`src/rtl/mdrop_rx_pkg.sv`:
```
package mdrop_rx_pkg;
  typedef enum logic [1:0] {
    RX_IDLE  = 2'd0,
    RX_START = 2'd1,
    RX_DATA  = 2'd2,
    RX_STOP  = 2'd3
  } rx_state_e;

  typedef enum logic [1:0] {
    FM_ALL   = 2'b00,
    FM_ADDR  = 2'b01,
    FM_MATCH = 2'b10,
    FM_DATA  = 2'b11
  } filt_mode_e;
endpackage

```
`src/rtl/mdrop_rx_sync.sv`:
```
module mdrop_rx_sync #(
  parameter int STAGES = 2
) (
  input  logic clk,
  input  logic rst_n,
  input  logic d_async,
  output logic q
);
  logic [STAGES-1:0] chain;

  always_ff @(posedge clk or negedge rst_n) begin
    if (!rst_n) chain <= '1;
    else        chain <= {chain[STAGES-2:0], d_async};
  end

  assign q = chain[STAGES-1];
endmodule

```
`src/rtl/mdrop_rx_deser.sv`:
```
module mdrop_rx_deser
  import mdrop_rx_pkg::*;
#(
  parameter int OSR = 16,
  parameter int DW  = 8
) (
  input  logic          clk,
  input  logic          rst_n,
  input  logic          tick,
  input  logic          rx,
  input  logic          nine_en,
  input  logic          two_stop,
  output logic          done,
  output logic          ferr,
  output logic          mpbit,
  output logic [DW-1:0] data
);
  localparam int CW   = $clog2(OSR);
  localparam int HALF = OSR / 2;
  localparam int BW   = $clog2(DW + 2);

  rx_state_e      st;
  logic [CW-1:0]  cnt;
  logic [BW-1:0]  bidx;
  logic [DW:0]    sh;
  logic           nine_q, stop2_q, second_q, prev_hi;
  logic [BW-1:0]  last_idx;

  assign last_idx = nine_q ? BW'(DW) : BW'(DW - 1);

  always_ff @(posedge clk or negedge rst_n) begin
    if (!rst_n) begin
      st       <= RX_IDLE;
      cnt      <= '0;
      bidx     <= '0;
      sh       <= '0;
      nine_q   <= 1'b0;
      stop2_q  <= 1'b0;
      second_q <= 1'b0;
      prev_hi  <= 1'b1;
      done     <= 1'b0;
      ferr     <= 1'b0;
    end else begin
      done <= 1'b0;
      if (tick) prev_hi <= rx;
      case (st)
        RX_IDLE: begin
          if (tick && !rx && prev_hi) begin
            st      <= RX_START;
            cnt     <= '0;
            sh      <= '0;
            nine_q  <= nine_en;
            stop2_q <= two_stop;
          end
        end
        RX_START: begin
          if (tick) begin
            if (cnt == CW'(HALF - 1)) begin
              cnt  <= '0;
              bidx <= '0;
              st   <= rx ? RX_IDLE : RX_DATA;
            end else begin
              cnt <= cnt + 1'b1;
            end
          end
        end
        RX_DATA: begin
          if (tick) begin
            if (cnt == CW'(OSR - 1)) begin
              cnt      <= '0;
              sh[bidx] <= rx;
              if (bidx == last_idx) begin
                st       <= RX_STOP;
                second_q <= 1'b0;
              end else begin
                bidx <= bidx + 1'b1;
              end
            end else begin
              cnt <= cnt + 1'b1;
            end
          end
        end
        RX_STOP: begin
          if (tick) begin
            if (cnt == CW'(OSR - 1)) begin
              cnt <= '0;
              if (!rx) begin
                done <= 1'b1;
                ferr <= 1'b1;
                st   <= RX_IDLE;
              end else if (stop2_q && !second_q) begin
                second_q <= 1'b1;
              end else begin
                done <= 1'b1;
                ferr <= 1'b0;
                st   <= RX_IDLE;
              end
            end else begin
              cnt <= cnt + 1'b1;
            end
          end
        end
      endcase
    end
  end

  assign data  = sh[DW-1:0];
  assign mpbit = nine_q & sh[DW];

  // a start bit that is high at mid-bit returns to idle without a result
  assert_noise_reject_R2: assert property (@(posedge clk) disable iff (!rst_n)
    (st == RX_START && tick && cnt == CW'(HALF - 1) && rx) |=> (st == RX_IDLE && !done));

  // a low stop sample ends the character with an error
  assert_stop_low_R9: assert property (@(posedge clk) disable iff (!rst_n)
    (st == RX_STOP && tick && cnt == CW'(OSR - 1) && !rx) |=> (done && ferr));
endmodule

```
`src/rtl/mdrop_rx_filter.sv`:
```
module mdrop_rx_filter
  import mdrop_rx_pkg::*;
#(
  parameter int DW = 8
) (
  input  logic          clk,
  input  logic          rst_n,
  input  logic          done,
  input  logic          ferr,
  input  logic          mpbit,
  input  logic [DW-1:0] rx_data,
  input  logic          mp_en,
  input  logic [1:0]    mode,
  input  logic [DW-1:0] node_addr,
  input  logic          ready,
  output logic          valid,
  output logic [DW-1:0] data_q,
  output logic          new_frame,
  output logic          frame_err,
  output logic          overrun
);
  logic match_q, hit, pass, load;

  always_comb begin
    hit  = (rx_data == node_addr);
    pass = 1'b0;
    if (!mp_en) begin
      pass = 1'b1;
    end else begin
      case (filt_mode_e'(mode))
        FM_ALL:   pass = 1'b1;
        FM_ADDR:  pass = mpbit;
        FM_MATCH: pass = mpbit ? hit : match_q;
        FM_DATA:  pass = !mpbit && match_q;
      endcase
    end
    load = done && !ferr && pass;
  end

  always_ff @(posedge clk or negedge rst_n) begin
    if (!rst_n) begin
      match_q   <= 1'b0;
      valid     <= 1'b0;
      data_q    <= '0;
      new_frame <= 1'b0;
      frame_err <= 1'b0;
      overrun   <= 1'b0;
    end else begin
      if (done) begin
        frame_err <= ferr;
        if (ferr) begin
          match_q <= 1'b0;
        end else begin
          new_frame <= mpbit;
          if (mpbit) match_q <= hit;
        end
      end
      if (valid && ready) begin
        valid   <= 1'b0;
        overrun <= 1'b0;
      end
      if (load) begin
        valid  <= 1'b1;
        data_q <= rx_data;
        if (valid && !ready) overrun <= 1'b1;
      end
    end
  end

  // a held byte stays put until it is consumed
  assert_hold_stable_R11: assert property (@(posedge clk) disable iff (!rst_n)
    (valid && !ready && !load) |=> (valid && $stable(data_q)));

  // a handshake with no new byte empties the output
  assert_consume_R11: assert property (@(posedge clk) disable iff (!rst_n)
    (valid && ready && !load) |=> !valid);

  // overwriting a held byte flags overrun
  assert_overrun_R12: assert property (@(posedge clk) disable iff (!rst_n)
    (load && valid && !ready) |=> (overrun && valid));

  // a framing error never produces a byte
  assert_ferr_drop_R9: assert property (@(posedge clk) disable iff (!rst_n)
    (done && ferr && !valid) |=> (!valid && frame_err));

  // in address-only mode a newly raised request is an address byte
  assert_addr_only_R5: assert property (@(posedge clk) disable iff (!rst_n)
    ($rose(valid) && $past(mp_en) && $past(mode) == FM_ADDR) |-> new_frame);

  // in data-only mode a newly raised request is a data byte
  assert_data_only_R7: assert property (@(posedge clk) disable iff (!rst_n)
    ($rose(valid) && $past(mp_en) && $past(mode) == FM_DATA) |-> !new_frame);
endmodule

```
`src/rtl/mdrop_rx.sv`:
```
module mdrop_rx #(
  parameter int OSR       = 16,
  parameter int DW        = 8,
  parameter int SYNC_STGS = 2
) (
  input  logic          clk,
  input  logic          rst_n,
  input  logic          rx_line,
  input  logic          os_tick,
  input  logic          mp_en,
  input  logic [1:0]    filt_mode,
  input  logic [DW-1:0] node_addr,
  input  logic          two_stop,
  input  logic          out_ready,
  output logic          out_valid,
  output logic [DW-1:0] out_data,
  output logic          new_frame,
  output logic          frame_err,
  output logic          overrun
);
  logic          rx_s;
  logic          c_done, c_ferr, c_mp;
  logic [DW-1:0] c_data;

  mdrop_rx_sync #(.STAGES(SYNC_STGS)) u_sync (
    .clk(clk), .rst_n(rst_n), .d_async(rx_line), .q(rx_s)
  );

  mdrop_rx_deser #(.OSR(OSR), .DW(DW)) u_deser (
    .clk(clk), .rst_n(rst_n), .tick(os_tick), .rx(rx_s),
    .nine_en(mp_en), .two_stop(two_stop),
    .done(c_done), .ferr(c_ferr), .mpbit(c_mp), .data(c_data)
  );

  mdrop_rx_filter #(.DW(DW)) u_filter (
    .clk(clk), .rst_n(rst_n), .done(c_done), .ferr(c_ferr), .mpbit(c_mp),
    .rx_data(c_data), .mp_en(mp_en), .mode(filt_mode), .node_addr(node_addr),
    .ready(out_ready), .valid(out_valid), .data_q(out_data),
    .new_frame(new_frame), .frame_err(frame_err), .overrun(overrun)
  );
endmodule

```
`config.mk`:
```
export PLATFORM = sky130hd
export DESIGN_NAME = mdrop_rx
export DESIGN_NICKNAME = d
export VERILOG_FILES = /design/src/rtl/mdrop_rx_pkg.sv /design/src/rtl/mdrop_rx_sync.sv /design/src/rtl/mdrop_rx_deser.sv /design/src/rtl/mdrop_rx_filter.sv /design/src/rtl/mdrop_rx.sv
export SDC_FILE = /design/constraint.sdc
export NUM_CORES = 1
export LEC_CHECK = 0
export BUFFER_PORTS_ARGS = -buffer_cell sky130_fd_sc_hd__buf_2
export CAP_MARGIN = 25
export CORE_MARGIN = 8
export CORE_UTILIZATION = 35
export CTS_BUF_LIST = sky130_fd_sc_hd__clkbuf_8
export CTS_CLUSTER_SIZE = 20
export DETAILED_ROUTE_END_ITERATION = 16
export PLACE_DENSITY_LB_ADDON = 0.12
export SYNTH_ARGS = -nofsm -noshare
export SYNTH_HDL_FRONTEND = slang
export SYNTH_SLANG_ARGS = --single-unit
export TNS_END_PERCENT = 5
```
`constraint.sdc`:
```
create_clock -name clk -period 2.2 [get_ports clk]
set_input_delay 0.44 -clock clk [delete_from_list [all_inputs] [get_ports clk]]
set_output_delay 0.44 -clock clk [all_outputs]
set_load 0.005 [all_outputs]
```
# Word-level counts from Yosys, hierarchy flattened
# Index checks and enable logic that the tools add are counted.
dict set report word_totals {
  reg_bits 40
  in_bits 17
  out_inout_bits 12
  wordCells 132
}
dict set report classes {
  n_addsub 2
  order_cmp 2
  n_eq_ne 24
  muxes 56
  n_bitwise 2
  n_reduce_logical 29
}
# cell n
set ops {}
lappend ops {{4-bit two-way mux} 11}
lappend ops {{9-bit two-way mux} 3}
lappend ops {{1-bit two-way mux} 23}
lappend ops {{2-bit two-way mux} 11}
lappend ops {{9-bit one-hot mux with 2 select lines} 1}
lappend ops {{2-bit by 1-bit inequality test with 1-bit output, second input constant} 7}
lappend ops {{2-bit inequality test, second input constant} 6}
lappend ops {{4-bit one-hot mux with 3 select lines} 1}
lappend ops {{9-bit bitwise mux} 1}
lappend ops {{1-bit logical AND} 9}
lappend ops {{9-bit AND reduction} 1}
lappend ops {{4-bit by 1-bit adder with 4-bit output, second input constant} 2}
lappend ops {{2-bit equality test, second input constant} 4}
lappend ops {{8-bit equality test} 1}
lappend ops {{2-bit one-hot mux with 4 select lines} 1}
lappend ops {{4-bit one-hot mux with 2 select lines} 1}
lappend ops {{4-bit AND reduction} 2}
lappend ops {{8-bit AND reduction} 1}
lappend ops {{2-bit nonzero test} 4}
lappend ops {{6-bit AND reduction} 1}
lappend ops {{1-bit zero test} 5}
lappend ops {{4-bit by 5-bit less-than comparator with 1-bit output, second input constant} 1}
lappend ops {{1-bit demux with 4-bit select} 1}
lappend ops {{2-bit by 1-bit equality test with 1-bit output, second input constant} 2}
lappend ops {{other kinds (13)} 15}

# Logic depth before layout (Yosys ltp)
# Gate-level depths: netlist of the first run.
dict set report logic_depth {
  depth_word 8
  mapped_depth 6
  depth_no_buf 5
}

# By module
# Synthesis of the first run repeated with hierarchy kept, for this count alone.
dict set report unflattened {
  cells_unflattened 210
  hier_area_um2 2185.8
}
# module n_inst cells_per_inst area_each_um2 seq_area_each_um2
set by_module_without_submodules {}
lappend by_module_without_submodules {mdrop_rx_deser 1 159 1486.4 626.9}
lappend by_module_without_submodules {mdrop_rx_filter 1 49 646.9 325.3}
lappend by_module_without_submodules {mdrop_rx_sync 1 2 52.6 52.6}

# Least setup slack after synthesis of the first run
# OpenSTA, ideal clock, no wires.
dict set report synth_timing {
  path_type {in2reg}
  from {input node_addr[6]}
  to {register u_filter.data_q[0]}
  setup_ns 0.131
  t_arrival_ns 1.526
  required_time_ns 2.069
  path_slack_ns 0.543
  path_stages 5
  path_buffers 1
  cell_sequence {xor2_1 -> nor4_4 -> and4_1 -> buf_6 -> o211ai_1}
}
dict set report synth_between {
  elab_chain_len 5
}
# element line
set synth_lines {}
lappend synth_lines {{start, declared} mdrop_rx.sv:12} ;# input logic [DW-1:0] node_addr,
lappend synth_lines {{8-bit equality test} mdrop_rx_filter.sv:25} ;# hit = (rx_data == node_addr);
lappend synth_lines {{1-bit two-way mux} --}
lappend synth_lines {{1-bit one-hot mux with 4 select lines} mdrop_rx_filter.sv:30} ;# case (filt_mode_e'(mode))
lappend synth_lines {{1-bit two-way mux} mdrop_rx_filter.sv:27} ;# if (!mp_en) begin
lappend synth_lines {{1-bit logical AND} mdrop_rx_filter.sv:37} ;# load = done && !ferr && pass;
lappend synth_lines {{end signal, assigned} mdrop_rx_filter.sv:64} ;# data_q <= rx_data;
lappend synth_lines {{end, declared} mdrop_rx_filter.sv:17} ;# output logic [DW-1:0] data_q,
# Every way passes these cells.
# A chain may end at the register's enable or synchronous reset.

# Worst setup path after layout of the first run
dict set report layout_timing {
  from {register u_deser.cnt[0]}
  to {register u_deser.sh[5]}
}
dict set report layout_between {
  elab_chain_len 3
}
# element line
set layout_lines {}
lappend layout_lines {{start, declared} mdrop_rx_deser.sv:23} ;# logic [CW-1:0] cnt;
lappend layout_lines {{start signal, assigned} mdrop_rx_deser.sv:63} ;# cnt <= cnt + 1'b1;
lappend layout_lines {{start signal, assigned} mdrop_rx_deser.sv:79} ;# cnt <= cnt + 1'b1;
lappend layout_lines {{start signal, assigned} mdrop_rx_deser.sv:99} ;# cnt <= cnt + 1'b1;
lappend layout_lines {{4-bit equality test} mdrop_rx_deser.sv:69} ;# if (cnt == CW'(OSR - 1)) begin
lappend layout_lines {{2-bit by 1-bit inequality test with 1-bit output (no source line)} --}
lappend layout_lines {{4-bit AND reduction (no source line)} --}
lappend layout_lines {{end signal, assigned by index} mdrop_rx_deser.sv:71} ;# sh[bidx] <= rx;
lappend layout_lines {{end, declared} mdrop_rx_deser.sv:25} ;# logic [DW:0] sh;
# Every way passes these cells.

==> implementation parameters, run 1 <==
Parameter                              Value

Outcome
  Status    complete, no violations

Timing
  Post-layout minimum cycle time    1.768 ns
  Max Freq    0.5657 GHz
  Final hold vios    0
  Slew Limit Headroom    58.52%
  Final period util    80.35%
  Setup TNS    0 ns
  Number of max-slew violations in the final report    0
  Worst Skew    between 0.01 and 0.015 ns
  RSZ-0062 raised after global routing    false
  Setup violation total in the final timing report    0
  Actual slew at the worst max-slew pin    0.6222 ns

Critical path
  Worst Setup End Kind    flop
  Worst r2r dst    u_deser.sh[5]
  Number of cells traversed by the worst register-to-register path    5
  Biggest fanout along the worst timing path    9
  Worst Setup Start Kind    flop
  Cell-by-cell listing of the critical path    ha_1, and3_1, and3_1, and3_1, o2bb2ai_1
  Slowest cell delay on critical path    0.39 ns
  Beginning of the critical path    u_deser.cnt[0]
  Worst path slowest cell    dfrtp_1
  Crit path kind    reg2reg
  CP most frequent cell    and3_1
  WP data arrival    1.98 ns
  RR Startpoint    u_deser.cnt[0]
  Required @ worst endpoint    2.42 ns
  Worst R2R Setup Slack    0.43 ns

Routing
  Total number of vias    about 1900
  Detailed Route WL    5.368 mm
  Count of unresolved DRC violations after routing    0
  Remaining antenna violation count after routing    0
  Avg Vias per Cell    between 5 and 6
  Violation count after the first detailed-route iteration    66
  First-pass detailed-route iteration total    4
  Routed wire per std cell    15.08 um

Clock tree
  Htree depth    2
  TritonCTS clock tree    yes
  Clock buffer count from CTS    5
  Clock slew seen by the registers of the worst setup and hold paths    approximately 0.09 ns
  Clock sink total    40
  Post-CTS Resized    0
  Post-CTS Setup Bufs    0
  CTS root buffer    clkbuf_8
  Number of hold buffers added after CTS    0
  Latest clock arrival within the worst-skew pair    0.29 ns
  Buffer depth of the longest clock path    2

Yosys
  Number of enable flip-flop cells after synthesis    0
  Proportion of netlist area held by the largest area contributor    about two fifths
  Cell type with the highest aggregate area in the netlist    dfrtp_1
  Share of synthesized area occupied by flip-flops and latches    43.43%
  Most used standard cells in the synthesized netlist    dfrtp_1 (37), nand2_1 (22), o21ai_0 (17)
  Proportion of register bits with asynchronous set or reset after synthesis    100.0%
  Syn Std Cell Area    2313 um2
  Average instance area after synthesis    9.254 um2
  Most repeated cell in the gate-level netlist after synthesis    dfrtp_1
  Synth warnings    0
  Number of distinct standard cells referenced by the synthesized netlist    47
  Mapped Cells    250
  Synthesized netlist net count    272
  Top flip-flop cell by instance count after synthesis    dfrtp_1
  Number of synthesized register bits    40
  Top cells by area, synth    dfrtp_1 (40%), nand4_1 (4.1%), o21ai_0 (3.7%), nand2_1 (3.6%), dfstp_2 (3.4%)

Final layout
  Post-route insts no fill    356
  Sequential cell area    about 1000 um2
  Ratio of cells with drive above 1 in the final layout    20.43%
  Area overhead of the layout relative to synthesis    14.44%
  Filler cells    around 650
  Final antenna diode count    0
  Fin nets    300
  Area occupied by multi-input gates    1190 um2

Pwr
  Power Dens Cells    ~980 nW/um2
  Standby leakage power    ~0.0012 uW
  Worst IR drop on VDD    0.4470 mV
  Design Power    2582 uW

Floorplan
  IO Pins    29
  Total die area    9467 um2
  Chip width    97.30 um
  Initial Util    between 30% and 40%
  Standard-cell rows    29
  Core Footprint    6386 um2
  DIE HEIGHT    97.30 um

Global route
  Wire length of the first global-routing pass    roughly 9.6 mm
  Antenna violations before repair    0
  Overflow left after global routing    0
  Largest net degree at the start of global routing    41
  Vias in the first global route    a little under 2000
  Total routing usage reported by global routing    approximately an eighth

Worst hold path
  Min-delay worst type    in2async

Place
  DPL Wire Length    4.037 mm
  Routability Congestion    0.8178
  Total of buffers placed on input and output ports    28
  Number of instances in the placed design    between 300 and 400

Flow run
  Max cap viols    0
## flip-flops by register name, indices dropped and copies added, names as in the netlist, named ones only
name                cells
u_deser.second_q        1
u_filter.new_frame      1
u_deser.stop2_q         1
u_deser.ferr            1
u_filter.valid          1
u_deser.st              1
u_deser.sh              9
u_deser.cnt             4
u_filter.data_q         8
u_deser.nine_q          1
u_sync.chain            2
u_filter.match_q        1
u_deser.done            1
u_deser.prev_hi         1
u_filter.frame_err      1
u_deser.bidx            4
## cells in the final DEF (no fill, tap or decap), drive strengths merged, types with 6 or more instances in the layout
master	n
o21ai	18
nor2b	6
dfrtp	37
inv	16
xor2	8
nand3	15
nor2	14
o211ai	8
a21oi	13
buf	34
mux2i	6
nand4	15
nand2	22
a211oi	8
## routing by layer
metal	up-vias	wire length [um]	GRT usage, %
met3	4	215	2.987
met4	0	52	3.380
met1	884	2496	14.81
met5	-	0	0
li1	968	-	-
met2	34	2604	19.17
## logic make-up (layout without fill, tap and decap cells)
family / count (synthesis) / in the layout / share of synthesized area, %
mux: 10 / 10 / 4.543
simple gates: 93 / 93 / 21.69
xor+xnor: 8 / 8 / 3.029
compound gates: 66 / 66 / 19.47
fa+ha+maj: 5 / 5 / 2.704
buf+inv: 28 / 57 / 5.138
flops: 40 / 40 / 43.43
## per-stage QoR
stage | util (%) | area [um2] | setup WS [ns] | hold WS, ns
floorplan | - | 2313 | 0.5432 | 0.1444
global placement | 39.66 | 2532 | 0.4555 | 0.3487
detailed placement | 39.66 | 2532 | 0.4125 | 0.3475
CTS | 41.46 | 2648 | 0.4567 | 0.2165
global route | 41.46 | 2648 | 0.3178 | 0.2268
finish | 41.46 | 2648 | 0.4324 | 0.1910
## worst max-delay path by stage
stage / end / depth (start not counted) / slack, ns
global placement: u_filter.data_q[6] / 5 / 0.46
finish: u_deser.sh[5] / 5 / 0.43
CTS: u_deser.sh[7] / 5 / 0.46
floorplan: u_filter.data_q[0] / 5 / 0.54
detailed placement: u_filter.data_q[0] / 5 / 0.41
global route: u_deser.sh[5] / 4 / 0.32
## final cells by class
| class | instances | share of cell area [%] |
|---|---|---|
| timing repair buffer | 34 | 6.994 |
| clock inverter | 3 | 1.749 |
| clock buffer | 5 | 2.599 |
| inverter | 15 | 2.127 |
| tap | 77 | 3.639 |
| multi-input combinational | 182 | 44.94 |
| sequential | 40 | 37.95 |
## critical path, delay by kind of cell, from the launching register on
kind            cells  cell delay, ns
flops               1            0.39
fa+ha+maj           1            0.27
simple gates        3            0.89
compound gates      1            0.14
## power breakdown
part           switching, uW  internal [uW]
sequential               225            916
combinational            466            352
clock                    281            342
Note: power is estimated with default switching activity, not from simulation.
==> inputs of run 2 (changes only) <==
ABC_AREA = 1   (was default)
clock period = 1.75 ns   (was 2.2 ns; I/O delays follow)
==> implementation parameters, run 2 <==
Parameter                              Value

Pwr
  Switching power as a share of total power    34.58%
  Worst IR drop on VDD    0.4744 mV
  Clk network pwr share    27.2%
  Net load switching power    924.6 uW
  Register share of total power    43.4%
  Portion of total power attributed to combinational logic    between 20% and 30%
  Cell-internal power    ~1700 uW
  Standby leakage power    0.001233 uW
  Power Dens Cells    1078 nW/um2

Routing
  Violation count after the first detailed-route iteration    60
  Count of unresolved DRC violations after routing    0
  Total number of vias    ~1600
  Remaining antenna violation count after routing    0
  First-pass detailed-route iteration total    6
  Routed wire per std cell    11.78 um
  Detailed Route WL    4.241 mm
  Avg Vias per Cell    4.558

Critical path
  Worst Setup Start Kind    flop
  Crit path kind    reg2reg
  Worst Setup End Kind    flop
  Required @ worst endpoint    1.92 ns
  WP data arrival    1.76 ns
  RR Startpoint    u_sync.chain[1]
  Biggest fanout along the worst timing path    10
  Beginning of the critical path    u_sync.chain[1]

Clock tree
  Clock buffer count from CTS    5
  Htree depth    2
  Buffer depth of the longest clock path    2
  Number of hold buffers added after CTS    0
  TritonCTS clock tree    yes
  Latest clock arrival within the worst-skew pair    0.29 ns
  CTS root buffer    clkbuf_8
  Clock slew seen by the registers of the worst setup and hold paths    0.07 ns
  Clock sink total    40

Yosys
  Number of synthesized register bits    40
  Proportion of netlist area held by the largest area contributor    44.00%
  Top flip-flop cell by instance count after synthesis    dfrtp_1
  Cell type with the highest aggregate area in the netlist    dfrtp_1
  Syn Std Cell Area    between 2000 and 2500 um2
  Synth warnings    0
  Mapped Cells    between 200 and 250
  Proportion of register bits with asynchronous set or reset after synthesis    100.0%
  Share of synthesized area occupied by flip-flops and latches    a little under half
  Most used standard cells in the synthesized netlist    nand2_1 (50), inv_1 (39), dfrtp_1 (37)
  Average instance area after synthesis    8.555 um2
  Number of enable flip-flop cells after synthesis    0
  Most repeated cell in the gate-level netlist after synthesis    nand2_1
  Number of distinct standard cells referenced by the synthesized netlist    33
  Synthesized netlist net count    268
  Top cells by area, synth    dfrtp_1 (44%), nand2_1 (8.9%), inv_1 (7.0%), a21oi_1 (4.3%), dfstp_2 (3.7%)

Timing
  Worst Skew    0.003222 ns
  Post-layout minimum cycle time    about 1.6 ns
  Setup violation total in the final timing report    0
  Setup TNS    0 ns
  Max Freq    0.6276 GHz
  RSZ-0062 raised after global routing    false
  Final hold vios    0
  Actual slew at the worst max-slew pin    0.5152 ns
  Final period util    91.05%
  Number of max-slew violations in the final report    0
  Slew Limit Headroom    roughly 66%

Final layout
  Register name with the most flops    u_deser.sh
  Largest registers    u_deser.sh x9, u_filter.data_q x8
  Filler cells    about 620
  Fin nets    306
  Sequential cell area    1006 um2
  Final antenna diode count    0
  Area overhead of the layout relative to synthesis    17.90%
  Commonest cells after routing, fill and taps aside    nand2_1 (50), inv_1 (40), dfrtp_1 (36), buf_2 (28), a21oi_1 (18)
  Final Instance Area    2481 um2
  Most common cell after layout, fill and taps aside    nand2_1
  Ratio of cells with drive above 1 in the final layout    25.26%
  Area occupied by multi-input gates    ~930 um2
  Final design utilization    42.41%
  Number of flip-flops under the largest register name    9

Outcome
  Status    complete, no violations

Floorplan
  Chip width    93.54 um
  Initial Util    35.97%
  Standard-cell rows    28
  IO Pins    29
  DIE HEIGHT    93.54 um
  Total die area    8750 um2
  Core Footprint    5851 um2

Global route
  Vias in the first global route    around 1600
  Total routing usage reported by global routing    10.51%
  Overflow left after global routing    0
  Largest net degree at the start of global routing    41
  Antenna violations before repair    0
  Wire length of the first global-routing pass    7.417 mm

Place
  Total of buffers placed on input and output ports    28
  Cell area reported after detailed placement    2364 um2
  Routability Congestion    0.8378
  DPL Wire Length    3.242 mm

Flow run
  Max cap viols    0

Worst hold path
  Min-delay worst type    in2async
==> run 2: changes by cell type after synthesis, sizes merged, moves of 7 or more <==
cell	before	now
inv	15	42
a21oi	13	20
o22ai	0	10
a211oi	8	0
nand2	22	55
nand4	15	3
o211ai	8	0
==> run 2: cells by family after synthesis <==
group	after synthesis	synth area share, %
AOI/OAI and AO/OA	58	18.13
and+or+nand+nor	93	20.63
adders and majority gates	5	2.973
buffers and inverters	45	8.442
xor gates and xnor gates	5	2.081
DFF	40	47.74
==> run 2: power groups by stage <==
stage	Sequential, uW	Clock, uW	Combinational (uW)
2_1_floorplan	1130	0	633
3_3_place_gp	1180	0	793
3_5_place_dp	1180	0	793
4_1_cts	1160	766	798
5_1_grt	1180	800	910
6_report	1160	727	786
==> run 2: per-stage QoR <==
step	total power [uW]	std cells	hold WS (ns)	setup WS, ns
after floorplan	1765	246	0.05441	0.2775
after global placement	1971	352	0.3531	0.1394
after detailed placement	1972	352	0.3512	0.1297
after CTS	2725	360	0.1206	0.1298
after global routing	2892	360	0.1420	0.002440
final	2674	360	0.1110	0.1566
==> run 2: critical path, stage by stage (launching register included) <==
cell      delay [ns]
dfstp_2         0.53
inv_1           0.06
nand2_1         0.09
nor2_2          0.05
inv_1           0.08
nor2_4          0.06
o21ai_4         0.26
nand3b_4        0.25
o22ai_1         0.09
==> run 2: timing repair <==
item / in CTS / in global routing
buffers inserted: 0 / 0
endpoints found under the setup margin: 0 / 9
resized for setup: 0 / 3
hold endpoints to repair: 0 / 0
==> run 2: per-layer routing <==
metal	GRT usage, %	vias up	wire [um]
li1	-	873	-
met1	12.54	734	2095
met2	17.04	29	1822
met3	3.365	5	251
met4	4.359	0	71
met5	0	-	0
==> run 2: final cells by class <==
class                      instances  share of cell area [%]
clock inverter                     3                   1.563
clock buffer                       5                   2.774
tap                               75                   3.782
timing repair buffer              34                   7.463
multi-input combinational        161                   37.52
sequential                        40                   40.54
inverter                          42                   6.354
==> run 2: path summary, 6_finish.rpt <==
path	slack (ns)	cells after the start	end
max	0.16	8	u_deser.sh[0]
min	0.11	2	u_filter.data_q[0]
max reg2reg	0.16	8	u_deser.sh[0]
min reg2reg	0.36	0	u_sync.chain[1]
max in group asynchronous	1.26	2	u_deser.nine_q
min in group clk	0.16	1	u_sync.chain[0]
==> inputs of run 3 (changes only) <==
CELL_PAD_IN_SITES_DETAIL_PLACEMENT = 0   (was default)
CELL_PAD_IN_SITES_GLOBAL_PLACEMENT = 2   (was default)
GPL_TIMING_DRIVEN = 0   (was default)
SLEW_MARGIN = 20   (was default)
==> implementation parameters, run 3 (synthesis results as in run 2) <==
Parameter                              Value

Clock tree
  Clock buffer count from CTS    5
  Clock sink total    40
  CTS root buffer    clkbuf_8
  Latest clock arrival within the worst-skew pair    0.29 ns
  Buffer depth of the longest clock path    2
  TritonCTS clock tree    yes
  Clock slew seen by the registers of the worst setup and hold paths    0.08 ns
  Htree depth    2

Critical path
  RR Startpoint    u_deser.cnt[0]
  Worst Setup End Kind    flop
  Worst Setup Start Kind    flop
  Crit path kind    reg2reg
  Worst R2R Setup Slack    0.09 ns
  Number of cells traversed by the worst register-to-register path    9
  Required @ worst endpoint    1.92 ns
  Worst r2r dst    u_deser.sh[1]
  WP data arrival    ~1.8 ns
  Biggest fanout along the worst timing path    6

Final layout
  Fin nets    309
  Commonest cells after routing, fill and taps aside    nand2_1 (49), inv_1 (39), dfrtp_1 (36), buf_2 (29), a21oi_1 (16)
  Number of flip-flops under the largest register name    9
  Most common cell after layout, fill and taps aside    nand2_1
  Largest registers    u_deser.sh x9, u_filter.data_q x8
  Ratio of cells with drive above 1 in the final layout    28.13%
  Filler cells    roughly 590
  Register name with the most flops    u_deser.sh
  Area overhead of the layout relative to synthesis    21.70%
  Final antenna diode count    0

Floorplan
  Core Footprint    5851 um2
  Initial Util    35.97%
  DIE HEIGHT    93.54 um
  Total die area    between 8000 and 9000 um2
  Standard-cell rows    28
  IO Pins    29
  Chip width    93.54 um

Place
  Total of buffers placed on input and output ports    28
  DPL Wire Length    3.430 mm
  Routability Congestion    ~0.76
  Worst setup slack before clock tree synthesis    0.01532 ns

Routing
  Count of unresolved DRC violations after routing    0
  Routed wire per std cell    13.00 um
  Total number of vias    approximately 1700
  Avg Vias per Cell    roughly 4.6
  Detailed Route WL    4.718 mm
  Violation count after the first detailed-route iteration    59
  Remaining antenna violation count after routing    0
  First-pass detailed-route iteration total    4

Global route
  Overflow left after global routing    0
  Antenna violations before repair    0
  Largest net degree at the start of global routing    just over 40
  Total routing usage reported by global routing    a little under an eighth
  Vias in the first global route    1677
  Wire length of the first global-routing pass    8.010 mm

Worst hold path
  Min-delay worst type    in2async

Timing
  Worst Skew    0.004026 ns
  Setup ws final    0.09474 ns
  Setup violation total in the final timing report    0
  RSZ-0062 raised after global routing    true
  Max Freq    about 0.60 GHz
  Actual slew at the worst max-slew pin    0.5149 ns
  Post-layout minimum cycle time    1.655 ns
  Final period util    94.59%
  Slew Limit Headroom    65.67%
  Final hold vios    0
  Number of max-slew violations in the final report    0

Pwr
  Clk network pwr share    26.5%
  Portion of total power attributed to combinational logic    32.8%
  Worst IR drop on VDD    0.4599 mV
  Power Dens Cells    1092 nW/um2
  Cell-internal power    between 1500 and 2000 uW
  Standby leakage power    approximately 0.0013 uW
  Register share of total power    40.7%
  Net load switching power    992.6 uW
  Switching power as a share of total power    a little over a third
  Design Power    between 2000 and 3000 uW

Outcome
  Status    complete, no violations

Flow run
  Max cap viols    0
## run 3: cell type report
cell class | count | area [um2] | share of cell area (%)
Tap cell | 75 | 93.84 | 3.664
Timing Repair Buffer | 33 | 201.4 | 7.865
Sequential cell | 40 | 1006 | 39.28
Clock buffer | 5 | 68.82 | 2.687
Clock inverter | 3 | 38.79 | 1.514
Inverter | 42 | 157.7 | 6.155
Multi-Input combinational cell | 162 | 969.7 | 37.86
Buffer | 3 | 25.02 | 0.9770
## run 3: repair_timing
action	in CTS	in global routing
resized for setup	1	16
setup buffers	0	4
pin swaps	0	3
endpoints found under the setup margin	4	23
cloned	0	1
hold buffers	0	0
## run 3: worst max-delay path, cell delays in order, from the launching register on
cell	delay, ns
dfrtp_1	0.36
ha_2	0.19
nand2_2	0.09
nor2_4	0.15
inv_2	0.06
o21ai_2	0.21
o21ai_4	0.13
buf_6	0.16
a21oi_1	0.11
o22ai_1	0.08
## run 3: per-layer routing
layer	part of all wire, %	track usage, %	up-vias
li1	-	-	888
met1	47	13.93	745
met2	47	18.68	31
met3	4.8	3.285	8
met4	1.9	4.624	0
met5	0	0	-
## run 3: worst max path at each step
stage / end / slack (ns) / cells after the start / from
2_1_floorplan: u_deser.sh[0] / 0.28 / 8 / u_sync.chain[1]
3_3_place_gp: u_deser.bidx[2] / -0.02 / 8 / u_deser.cnt[0]
3_5_place_dp: u_deser.bidx[2] / 0.02 / 8 / u_deser.cnt[0]
4_1_cts: u_deser.bidx[1] / 0.04 / 8 / u_deser.cnt[0]
5_1_grt: u_filter.data_q[6] / -0.03 / 12 / u_deser.sh[0]
6_report: u_deser.sh[1] / 0.09 / 9 / u_deser.cnt[0]
## run 3: power by group through the flow
stage                     sequential [uW]  clock [uW]  combinational, uW
after floorplan                      1130           0                633
after global placement               1150           0                838
after detailed placement             1150           0                831
after CTS                            1140         774                836
after global routing                 1160         803               1050
final                                1140         741                918
## run 3: per-stage QoR
stage | cell area [um2] | std cells | hold slack (ns) | setup TNS (ns) | util, %
after CTS | 2449 | 357 | 0.1366 | 0 | 41.85
final | 2561 | 363 | 0.02187 | 0 | 43.78
after global routing | 2561 | 363 | 0.05348 | -0.1742 | 43.78
after detailed placement | 2338 | 349 | 0.3468 | 0 | 39.97
after floorplan | 2105 | 246 | 0.05441 | 0 | -
after global placement | 2338 | 349 | 0.3454 | -0.03206 | 39.97
